[config.mk]
export PLATFORM = sky130hd
export DESIGN_NAME = acc_seq_core
export DESIGN_NICKNAME = d
export VERILOG_FILES = /design/src/rtl/acc_seq_pkg.sv /design/src/rtl/acc_seq_step_ctr.sv /design/src/rtl/acc_seq_mem.sv /design/src/rtl/acc_seq_decode.sv /design/src/rtl/acc_seq_dpath.sv /design/src/rtl/acc_seq_core.sv
export SDC_FILE = /design/constraint.sdc
export NUM_CORES = 2
export LEC_CHECK = 0
export BUFFER_PORTS_ARGS = -buffer_cell sky130_fd_sc_hd__buf_2
export CAP_MARGIN = 20
export CORE_ASPECT_RATIO = 1.75
export CORE_MARGIN = 5
export CORE_UTILIZATION = 55
export CTS_BUF_LIST = sky130_fd_sc_hd__clkbuf_4
export DETAILED_ROUTE_END_ITERATION = 8
export PLACE_DENSITY = 0.8
export SLEW_MARGIN = 20
export SYNTH_ARGS = -nofsm -noshare
export SYNTH_HDL_FRONTEND = slang
export SYNTH_SLANG_ARGS = --single-unit
[constraint.sdc]
create_clock -name clk -period 4.5 [get_ports clk]
set_clock_uncertainty 0.15 [all_clocks]
set_input_delay 0.225 -clock clk [delete_from_list [all_inputs] [get_ports clk]]
set_output_delay 0.225 -clock clk [all_outputs]
set_load 0.005 [all_outputs]
[src/rtl/acc_seq_pkg.sv]
package acc_seq_pkg;

  localparam int STEP_W = 3;
  localparam int OP_W   = 3;

  typedef enum logic [STEP_W-1:0] {
    ST_T0 = 3'd0,
    ST_T1 = 3'd1,
    ST_T2 = 3'd2,
    ST_T3 = 3'd3,
    ST_T4 = 3'd4
  } step_t;

  localparam logic [OP_W-1:0] OP_LOAD = 3'b010;
  localparam logic [OP_W-1:0] OP_HALT = 3'b111;

  // next timing state: clear wins over hold, hold wins over advance
  function automatic step_t step_advance(input step_t s, input logic clr,
                                         input logic hold);
    step_t n;
    if (clr)       n = ST_T0;
    else if (hold) n = s;
    else begin
      case (s)
        ST_T0:   n = ST_T1;
        ST_T1:   n = ST_T2;
        ST_T2:   n = ST_T3;
        ST_T3:   n = ST_T4;
        default: n = ST_T0;
      endcase
    end
    return n;
  endfunction

endpackage

[src/rtl/acc_seq_step_ctr.sv]
module acc_seq_step_ctr
  import acc_seq_pkg::*;
(
  input  logic  clk,
  input  logic  rst,
  input  logic  clr_i,
  input  logic  hold_i,
  output step_t step_o
);

  step_t step_q;

  always_ff @(posedge clk) begin
    if (rst) step_q <= ST_T0;
    else     step_q <= step_advance(step_q, clr_i, hold_i);
  end

  assign step_o = step_q;

endmodule

[src/rtl/acc_seq_mem.sv]
module acc_seq_mem #(
  parameter int DATA_W = 16,
  parameter int ADDR_W = 12,
  parameter int MEM_AW = 8
) (
  input  logic              clk,
  input  logic              we_i,
  input  logic [ADDR_W-1:0] waddr_i,
  input  logic [DATA_W-1:0] wdata_i,
  input  logic [ADDR_W-1:0] raddr_i,
  output logic [DATA_W-1:0] rdata_o
);

  localparam int DEPTH = 1 << MEM_AW;

  logic [DATA_W-1:0] words [DEPTH];
  logic [MEM_AW-1:0] widx;
  logic [MEM_AW-1:0] ridx;

  generate
    if (MEM_AW < ADDR_W) begin : g_alias
      logic [ADDR_W-MEM_AW-1:0] unused_whi;
      logic [ADDR_W-MEM_AW-1:0] unused_rhi;
      assign widx       = waddr_i[MEM_AW-1:0];
      assign ridx       = raddr_i[MEM_AW-1:0];
      assign unused_whi = waddr_i[ADDR_W-1:MEM_AW];
      assign unused_rhi = raddr_i[ADDR_W-1:MEM_AW];
    end else begin : g_full
      assign widx = waddr_i;
      assign ridx = raddr_i;
    end
  endgenerate

  always_ff @(posedge clk) begin
    if (we_i) words[widx] <= wdata_i;
  end

  assign rdata_o = words[ridx];

endmodule

[src/rtl/acc_seq_decode.sv]
module acc_seq_decode
  import acc_seq_pkg::*;
(
  input  step_t           step_i,
  input  logic [OP_W-1:0] op_i,
  output logic            is_load_o,
  output logic            is_halt_o,
  output logic            is_other_o,
  output logic            seq_clr_o,
  output logic            seq_hold_o
);

  always_comb begin
    is_load_o  = (op_i == OP_LOAD);
    is_halt_o  = (op_i == OP_HALT);
    is_other_o = !is_load_o && !is_halt_o;
  end

  always_comb begin
    seq_clr_o  = 1'b0;
    seq_hold_o = 1'b0;
    case (step_i)
      ST_T3: begin
        seq_clr_o  = is_other_o;
        seq_hold_o = is_halt_o;
      end
      ST_T4:   seq_clr_o = 1'b1;
      default: ;
    endcase
  end

endmodule

[src/rtl/acc_seq_dpath.sv]
module acc_seq_dpath #(
  parameter int DATA_W = 16,
  parameter int ADDR_W = 12
) (
  input  logic              clk,
  input  logic              rst,
  input  logic              ev_t0_i,
  input  logic              ev_t1_i,
  input  logic              ev_t2_i,
  input  logic              ld_cap_i,
  input  logic              acc_wr_i,
  input  logic [DATA_W-1:0] mem_rdata_i,
  output logic [ADDR_W-1:0] addr_o,
  output logic [ADDR_W-1:0] pc_o,
  output logic [DATA_W-1:0] instr_o,
  output logic [DATA_W-1:0] acc_o,
  output logic              e_o
);

  logic [ADDR_W-1:0] addr_q;
  logic [ADDR_W-1:0] pc_q;
  logic [DATA_W-1:0] instr_q;
  logic [DATA_W-1:0] data_q;
  logic [DATA_W-1:0] acc_q;
  logic              e_q;

  function automatic logic [ADDR_W-1:0] pc_step(input logic [ADDR_W-1:0] p);
    return p + {{(ADDR_W-1){1'b0}}, 1'b1};
  endfunction

  // pass-through ALU path: the load moves data untouched, flag untouched
  function automatic logic [DATA_W:0] alu_pass(input logic [DATA_W-1:0] d,
                                               input logic e);
    return {e, d};
  endfunction

  logic [DATA_W:0] alu_out;
  assign alu_out = alu_pass(data_q, e_q);

  always_ff @(posedge clk) begin
    if (rst) begin
      addr_q  <= '0;
      pc_q    <= '0;
      instr_q <= '0;
      data_q  <= '0;
      acc_q   <= '0;
      e_q     <= 1'b0;
    end else begin
      if (ev_t0_i) addr_q <= pc_q;
      if (ev_t1_i) begin
        instr_q <= mem_rdata_i;
        pc_q    <= pc_step(pc_q);
      end
      if (ev_t2_i)  addr_q <= instr_q[ADDR_W-1:0];
      if (ld_cap_i) data_q <= mem_rdata_i;
      if (acc_wr_i) begin
        acc_q <= alu_out[DATA_W-1:0];
        e_q   <= alu_out[DATA_W];
      end
    end
  end

  assign addr_o  = addr_q;
  assign pc_o    = pc_q;
  assign instr_o = instr_q;
  assign acc_o   = acc_q;
  assign e_o     = e_q;

endmodule

[src/rtl/acc_seq_core.sv]
module acc_seq_core
  import acc_seq_pkg::*;
#(
  parameter int DATA_W = 16,
  parameter int ADDR_W = 12,
  parameter int MEM_AW = 8
) (
  input  logic              clk,
  input  logic              rst,
  input  logic              pl_we,
  input  logic [ADDR_W-1:0] pl_addr,
  input  logic [DATA_W-1:0] pl_data,
  output logic [ADDR_W-1:0] pc_o,
  output logic [DATA_W-1:0] acc_o,
  output logic [DATA_W-1:0] instr_o,
  output logic [STEP_W-1:0] step_o,
  output logic              e_o,
  output logic              halted_o
);

  localparam int OP_LSB = ADDR_W;

  step_t             step_w;
  logic [OP_W-1:0]   op_w;
  logic              is_load_w;
  logic              is_halt_w;
  logic              is_other_w;
  logic              seq_clr_w;
  logic              seq_hold_w;
  logic              ev_t0_w;
  logic              ev_t1_w;
  logic              ev_t2_w;
  logic              ld_cap_w;
  logic              acc_wr_w;
  logic [ADDR_W-1:0] addr_w;
  logic [DATA_W-1:0] rdata_w;
  logic [DATA_W-1:0] instr_w;

  assign op_w     = instr_w[OP_LSB +: OP_W];
  assign ev_t0_w  = (step_w == ST_T0);
  assign ev_t1_w  = (step_w == ST_T1);
  assign ev_t2_w  = (step_w == ST_T2);
  assign ld_cap_w = (step_w == ST_T3) && is_load_w;
  assign acc_wr_w = (step_w == ST_T4) && is_load_w;

  acc_seq_step_ctr u_step (
    .clk    (clk),
    .rst    (rst),
    .clr_i  (seq_clr_w),
    .hold_i (seq_hold_w),
    .step_o (step_w)
  );

  acc_seq_decode u_dec (
    .step_i     (step_w),
    .op_i       (op_w),
    .is_load_o  (is_load_w),
    .is_halt_o  (is_halt_w),
    .is_other_o (is_other_w),
    .seq_clr_o  (seq_clr_w),
    .seq_hold_o (seq_hold_w)
  );

  acc_seq_mem #(
    .DATA_W (DATA_W),
    .ADDR_W (ADDR_W),
    .MEM_AW (MEM_AW)
  ) u_mem (
    .clk     (clk),
    .we_i    (pl_we),
    .waddr_i (pl_addr),
    .wdata_i (pl_data),
    .raddr_i (addr_w),
    .rdata_o (rdata_w)
  );

  acc_seq_dpath #(
    .DATA_W (DATA_W),
    .ADDR_W (ADDR_W)
  ) u_dp (
    .clk         (clk),
    .rst         (rst),
    .ev_t0_i     (ev_t0_w),
    .ev_t1_i     (ev_t1_w),
    .ev_t2_i     (ev_t2_w),
    .ld_cap_i    (ld_cap_w),
    .acc_wr_i    (acc_wr_w),
    .mem_rdata_i (rdata_w),
    .addr_o      (addr_w),
    .pc_o        (pc_o),
    .instr_o     (instr_w),
    .acc_o       (acc_o),
    .e_o         (e_o)
  );

  assign instr_o  = instr_w;
  assign step_o   = step_w;
  assign halted_o = (step_w == ST_T3) && is_halt_w;

endmodule

After elaboration in Yosys (flattened, before gate mapping)
Memory sizes are Yosys's and may differ from the RTL's. A register that Yosys moved wholly into a read port is not among the register bits.
Index checks and enable logic that the tools add are counted.
{"block": "word_totals", "ff_bits": 71, "mem_bits_rw": 4096, "inputBits": 31, "out_inout_bits": 49, "wordCells": 32, "mem_count": 1}
{"name": "u_mem.words", "depth": 256, "width": 16, "read_ports": 1, "rd_clocked_by_memory_dff": 1, "wr": 1, "line": "acc_seq_mem.sv:16", "source": "logic [DATA_W-1:0] words [DEPTH];"}
{"block": "op_classes", "addsub": 1, "eq_ne": 6, "n_mux": 9, "n_reduce_logical": 9}
{"cell": "2-to-1 mux 8 bit", "count": 4}
{"cell": "adder 12 x 1 -> 12 bit, second input constant", "count": 1}
{"cell": "one-hot mux 3 bit (4 select lines)", "count": 1}
{"cell": "equality test 3 x 2 -> 1 bit, second input constant", "count": 3}
{"cell": "equality test 3 bit, second input constant", "count": 2}
{"cell": "logical AND 1 bit", "count": 4}
{"cell": "equality test 3 x 1 -> 1 bit, second input constant", "count": 1}
{"cell": "zero test 3 bit", "count": 1}
{"cell": "2-to-1 mux 1 bit", "count": 3}
{"cell": "zero test 1 bit", "count": 2}
{"cell": "one-hot mux 1 bit (2 select lines)", "count": 1}
{"cell": "nonzero test 2 bit", "count": 1}
{"cell": "OR reduction 2 bit", "count": 1}

Depth between registers and ports, before layout
{"block": "depth", "depth_word": 5, "depth_mapped": 13}

Cells and area by module
From an unflattened synthesis, not the netlist that was laid out.
{"block": "hier_totals", "cells_unflattened": 7641, "hier_area_um2": 161426.1}
{"module": "acc_seq_mem", "instances": 1, "cells_per_inst": 7344, "area_per_inst_um2": 158394.4, "seq_area_each_um2": 122998.0}
{"module": "acc_seq_dpath", "instances": 1, "cells_per_inst": 268, "area_per_inst_um2": 2787.7, "seq_area_each_um2": 1441.4}
{"module": "acc_seq_step_ctr", "instances": 1, "cells_per_inst": 14, "area_per_inst_um2": 131.4, "seq_area_each_um2": 60.1}
{"module": "acc_seq_decode", "instances": 1, "cells_per_inst": 9, "area_per_inst_um2": 60.1, "seq_area_each_um2": 0.0}
{"module": "acc_seq_core", "instances": 1, "cells_per_inst": 6, "area_per_inst_um2": 52.6, "seq_area_each_um2": 0.0}

Least setup slack after synthesis
No wires, ideal clock.
{"block": "synth_timing", "kind": "flip-flop to flip-flop", "start": "register with a tool-made name", "end": "register u_dp.data_q[15]", "setup_time_ns": 0.117, "arrival_time_ns": 2.430, "required_ns": 4.233, "path_slack_ns": 1.803, "path_stages_with_launch": 11, "n_path_buf": 4, "path_cell_list": "dfxtp_1 > buf_6 > buf_6 > buf_4 > buf_2 > mux4_2 > a22oi_1 > nand3_1 > a41oi_1 > o41ai_1 > a32o_1"}
{"item": "end signal, assigned", "line": "acc_seq_dpath.sv:55", "source": "if (ld_cap_i) data_q <= mem_rdata_i;"}
{"item": "end, declared", "line": "acc_seq_dpath.sv:23", "source": "logic [DATA_W-1:0] data_q;"}

==> out/qor.yml <==
run_status:
  outcome: "complete, but fails checks"
  violations: "setup timing"
timing:
  slew_headroom_pct: 11.4
  finalCritPeriodShare_pct: 101
  rsz0062_at_grt: "no"
  setup_viol: 3
  fmax_ghz: 0.220
  layout_min_cycle_time_ns: 4.55
  setup_ws_ns: -0.0488
  final-max-slew-violation-count: 0
  tightestPinTransition_ns: 1.33
  hold_violations: 0
logic_synthesis:
  netlist_instances: 7449
  ys_seq_area_share_pct: 77.8
  synthArstFlopShare_pct: 0
  synth_top_cell_by_area: "edfxtp_1"
  synthTopCellsByArea: "edfxtp_1 (77%), mux4_2 (13%), mux2i_1 (1.5%)"
  synthesis.area_sq_um: 160000
  avgSynthCellArea_sq_um: 21.5
  synth_top_area_share_pct: 76.8
  yosys_most_used_dff: "edfxtp_1"
  synth-warning-count: 0
  synth_seq_cells: 4175
  synth_edf_count: 4096
  ys_types: 83
  synth_fp_nets: 7481
placement:
  gp_congestion: 1.00
  io_buffers: 74
  placedCellCount: 11600
  hpwl_um: 290000
worst_setup_path:
  end_kind: "flop"
  critPathKind: "flop to flop"
  cp_max_fo: 27
  worstSetupStartpointType: "flop"
  worstPathArrival_ns: 5.75
  cp.required_ns: 5.70
finish:
  fin_nets: 8714
  synthToLayoutAreaGrowth_pct: 12.8
  finalNonFillerCells: 13200
  n_fill_cell: 18800
  multi_input_area_sq_um: 33200
  drive_gt1_share_pct: 33.2
  regArea_sq_um: 125000
pwr:
  pwr-share-clk_pct: 35.3
  p_sw_share_pct: 23.8
  p_leak_uw: 0.0569
  p_total_uw: 75600
  p_int_uw: 57600
  comb_power_share_pct: 7.9
  powerDensity_nw_per_um2: 418
  ir_drop_mv: 0.239
  p_sw_uw: 18000
  p_seq_share_pct: 56.7
global_routing:
  grt.total_usage_pct: 30.6
  grt_pass1_wl_um: 650000
  grt_pass1_vias: 89600
  gr-total-overflow: 0
  antenna_found_initial: 32
  grt_start_max_net_pins: 152
floorplan:
  chipHeight_um: 724
  core_area_sq_um: 290000
  ios: 80
  fp-row-count: 262
  die_w_um: 418
  start_util_pct: 55.1
  dieArea_sq_um: 302000
min_path:
  hold_class: "input pin to flop"
clock_tree:
  htree_num_levels: 6
  cts-root-buf: "clkbuf_4"
  cts.sinks: 4175
  cts_tree: "built"
  cts.clk_slew.worst_paths_ns: 0.07
  cts_buffers: 842
  clockBufferDepth: 4
  worstSkewPairLatency_ns: 1.52
routing:
  vias_per_cell: 6.69
  drtIter0Drc: 13700
  wl_um: 463000
  firstDrtPassIters: 8
  drtAntennaViolNets: 0
  post_drt_wl_per_cell_um: 35.1
  num_vias: 88300
  drc_errors: 0
flow_run:
  max_cap_violations: 0
cell type report:
cell class,instances,share of cell area (%)
clock buffer,1166,4.85
multi-input combinational,2821,18.4
timing repair buffer,833,4.11
sequential,4175,69.0
antenna,32,0.0443
inverter,9,0.0194
clock inverter,335,0.949
tap,3828,2.65
power by group through the flow:
stage                     sequential (uW)  clock, uW  combinational, uW
after floorplan                     43600          0               2990
after global placement              43700          0               5550
after detailed placement            43700          0               5700
after CTS                           42800      27000               5820
after global routing                42800      29100               6090
final                               42900      26700               6000
per-layer routing:
layer	GRT usage [%]	share of wire (%)	up-vias
met5	0.0959	0.027	-
met4	29.4	12	14
met3	7.69	11	1961
met2	48.6	48	7608
met1	33.4	28	44300
li1	-	-	34400
final timing paths:
kind                    start              endpoint  slack [ns]  depth (start not counted)
max                      flop       u_dp.instr_o[7]       -0.05                          9
min               pl_data[14]  u_mem.words[162][14]        0.02                          2
max reg2reg              flop       u_dp.instr_o[7]       -0.05                          9
min reg2reg  u_dp.instr_o[10]      u_dp.instr_o[10]        0.33                          2
metrics by stage:
stage | utilization (%) | hold slack [ns] | instance area [sq um] | TNS, ns | worst slack [ns]
2_1_floorplan | - | 0.174 | 160000 | 0 | 1.80
3_5_place_dp | 58.2 | 0.306 | 169000 | 0 | 0.0306
4_1_cts | 62.1 | 0.00320 | 180000 | 0 | 0.0220
6_report | 62.2 | 0.0166 | 181000 | -0.0885 | -0.0488
5_1_grt | 62.2 | 0.0405 | 181000 | 0 | 0.0469
3_3_place_gp | 58.2 | 0.313 | 169000 | -3.06 | -0.884
synth_stat cells (39+ instances only):
master and count:
a21oi_1 126, a22oi_1 186, nand3_1 64, mux4_2 925, a221oi_1 54, a211oi_1 44
nor2b_1 62, buf_4 86, o21ai_0 44, o22ai_1 103, mux2i_1 242, nor2_1 363
mux2_2 47, buf_6 45, edfxtp_1 4096, clkbuf_1 170, buf_2 117, nand2_1 199
dfxtp_1 79, nor3_1 39
repair_timing:
action                                  4_1_cts  5_1_grt
endpoints found under the setup margin        0        4
buffers inserted                              0        0
resized for setup                             0        2
endpoints found under the hold margin      8037        0
hold buffers                                 75        0
placed cells by master, fill, tap and decap left out, types with 17 or more instances in the layout:
cell type,Yosys,final
mux2_2,47,47
dlygate4sd3_1,0,62
buf_2,117,59
mux4_2,925,925
buf_4,86,615
buf_12,2,70
o21ai_0,44,44
nor2b_1,62,54
nor4_1,19,17
dfxtp_1,79,72
nand4_1,20,20
a211oi_1,44,42
a22oi_1,186,185
o211ai_1,23,23
edfxtp_1,4096,4096
a221oi_1,54,54
nand3_1,64,63
mux2i_1,242,242
nor3_1,39,38
diode_2,0,32
a21oi_1,126,124
clkinv_1,3,230
nand2_1,199,198
clkbuf_4,0,1167
nor2_2,2,29
a31oi_1,18,18
nor2_1,363,334
clkinv_2,0,65
o22ai_1,103,103
registers in the layout, summed over array words and instances, names as in the netlist, named ones only:
signal / cells
u_mem.words: 4096
u_dp.acc_o: 16
u_dp.data_q: 16
u_dp.instr_o: 16
u_dp.pc_o: 12
u_dp.addr_o: 8
u_step.step_o: 3
worst max-delay path, cell delays in order (launching register included):
cell      delay [ns]
dfxtp_4         0.75
buf_12          0.37
buf_12          0.29
and2_1          0.73
a221oi_1        0.22
a21oi_1         0.67
nand3_1         0.50
o311ai_1        0.28
buf_4           0.25
a31o_2          0.16
cell families (layout without fill, tap and decap cells):
logic type / count (synthesis) / after routing / synth area share (%)
flip-flops: 4175 / 4175 / 77.8
XOR/XNOR: 9 / 9 / 0.0492
adder cells (fa/ha/maj): 1 / 1 / 0.00781
multiplexers: 1214 / 1214 / 14.9
AND/OR/NAND/NOR: 857 / 857 / 2.43
buffers and inverters: 453 / 2343 / 1.59
AO/OA/AOI/OAI: 739 / 739 / 3.26
other: 1 / 33 / 0.00234
Power figures use the tool's default switching activity.
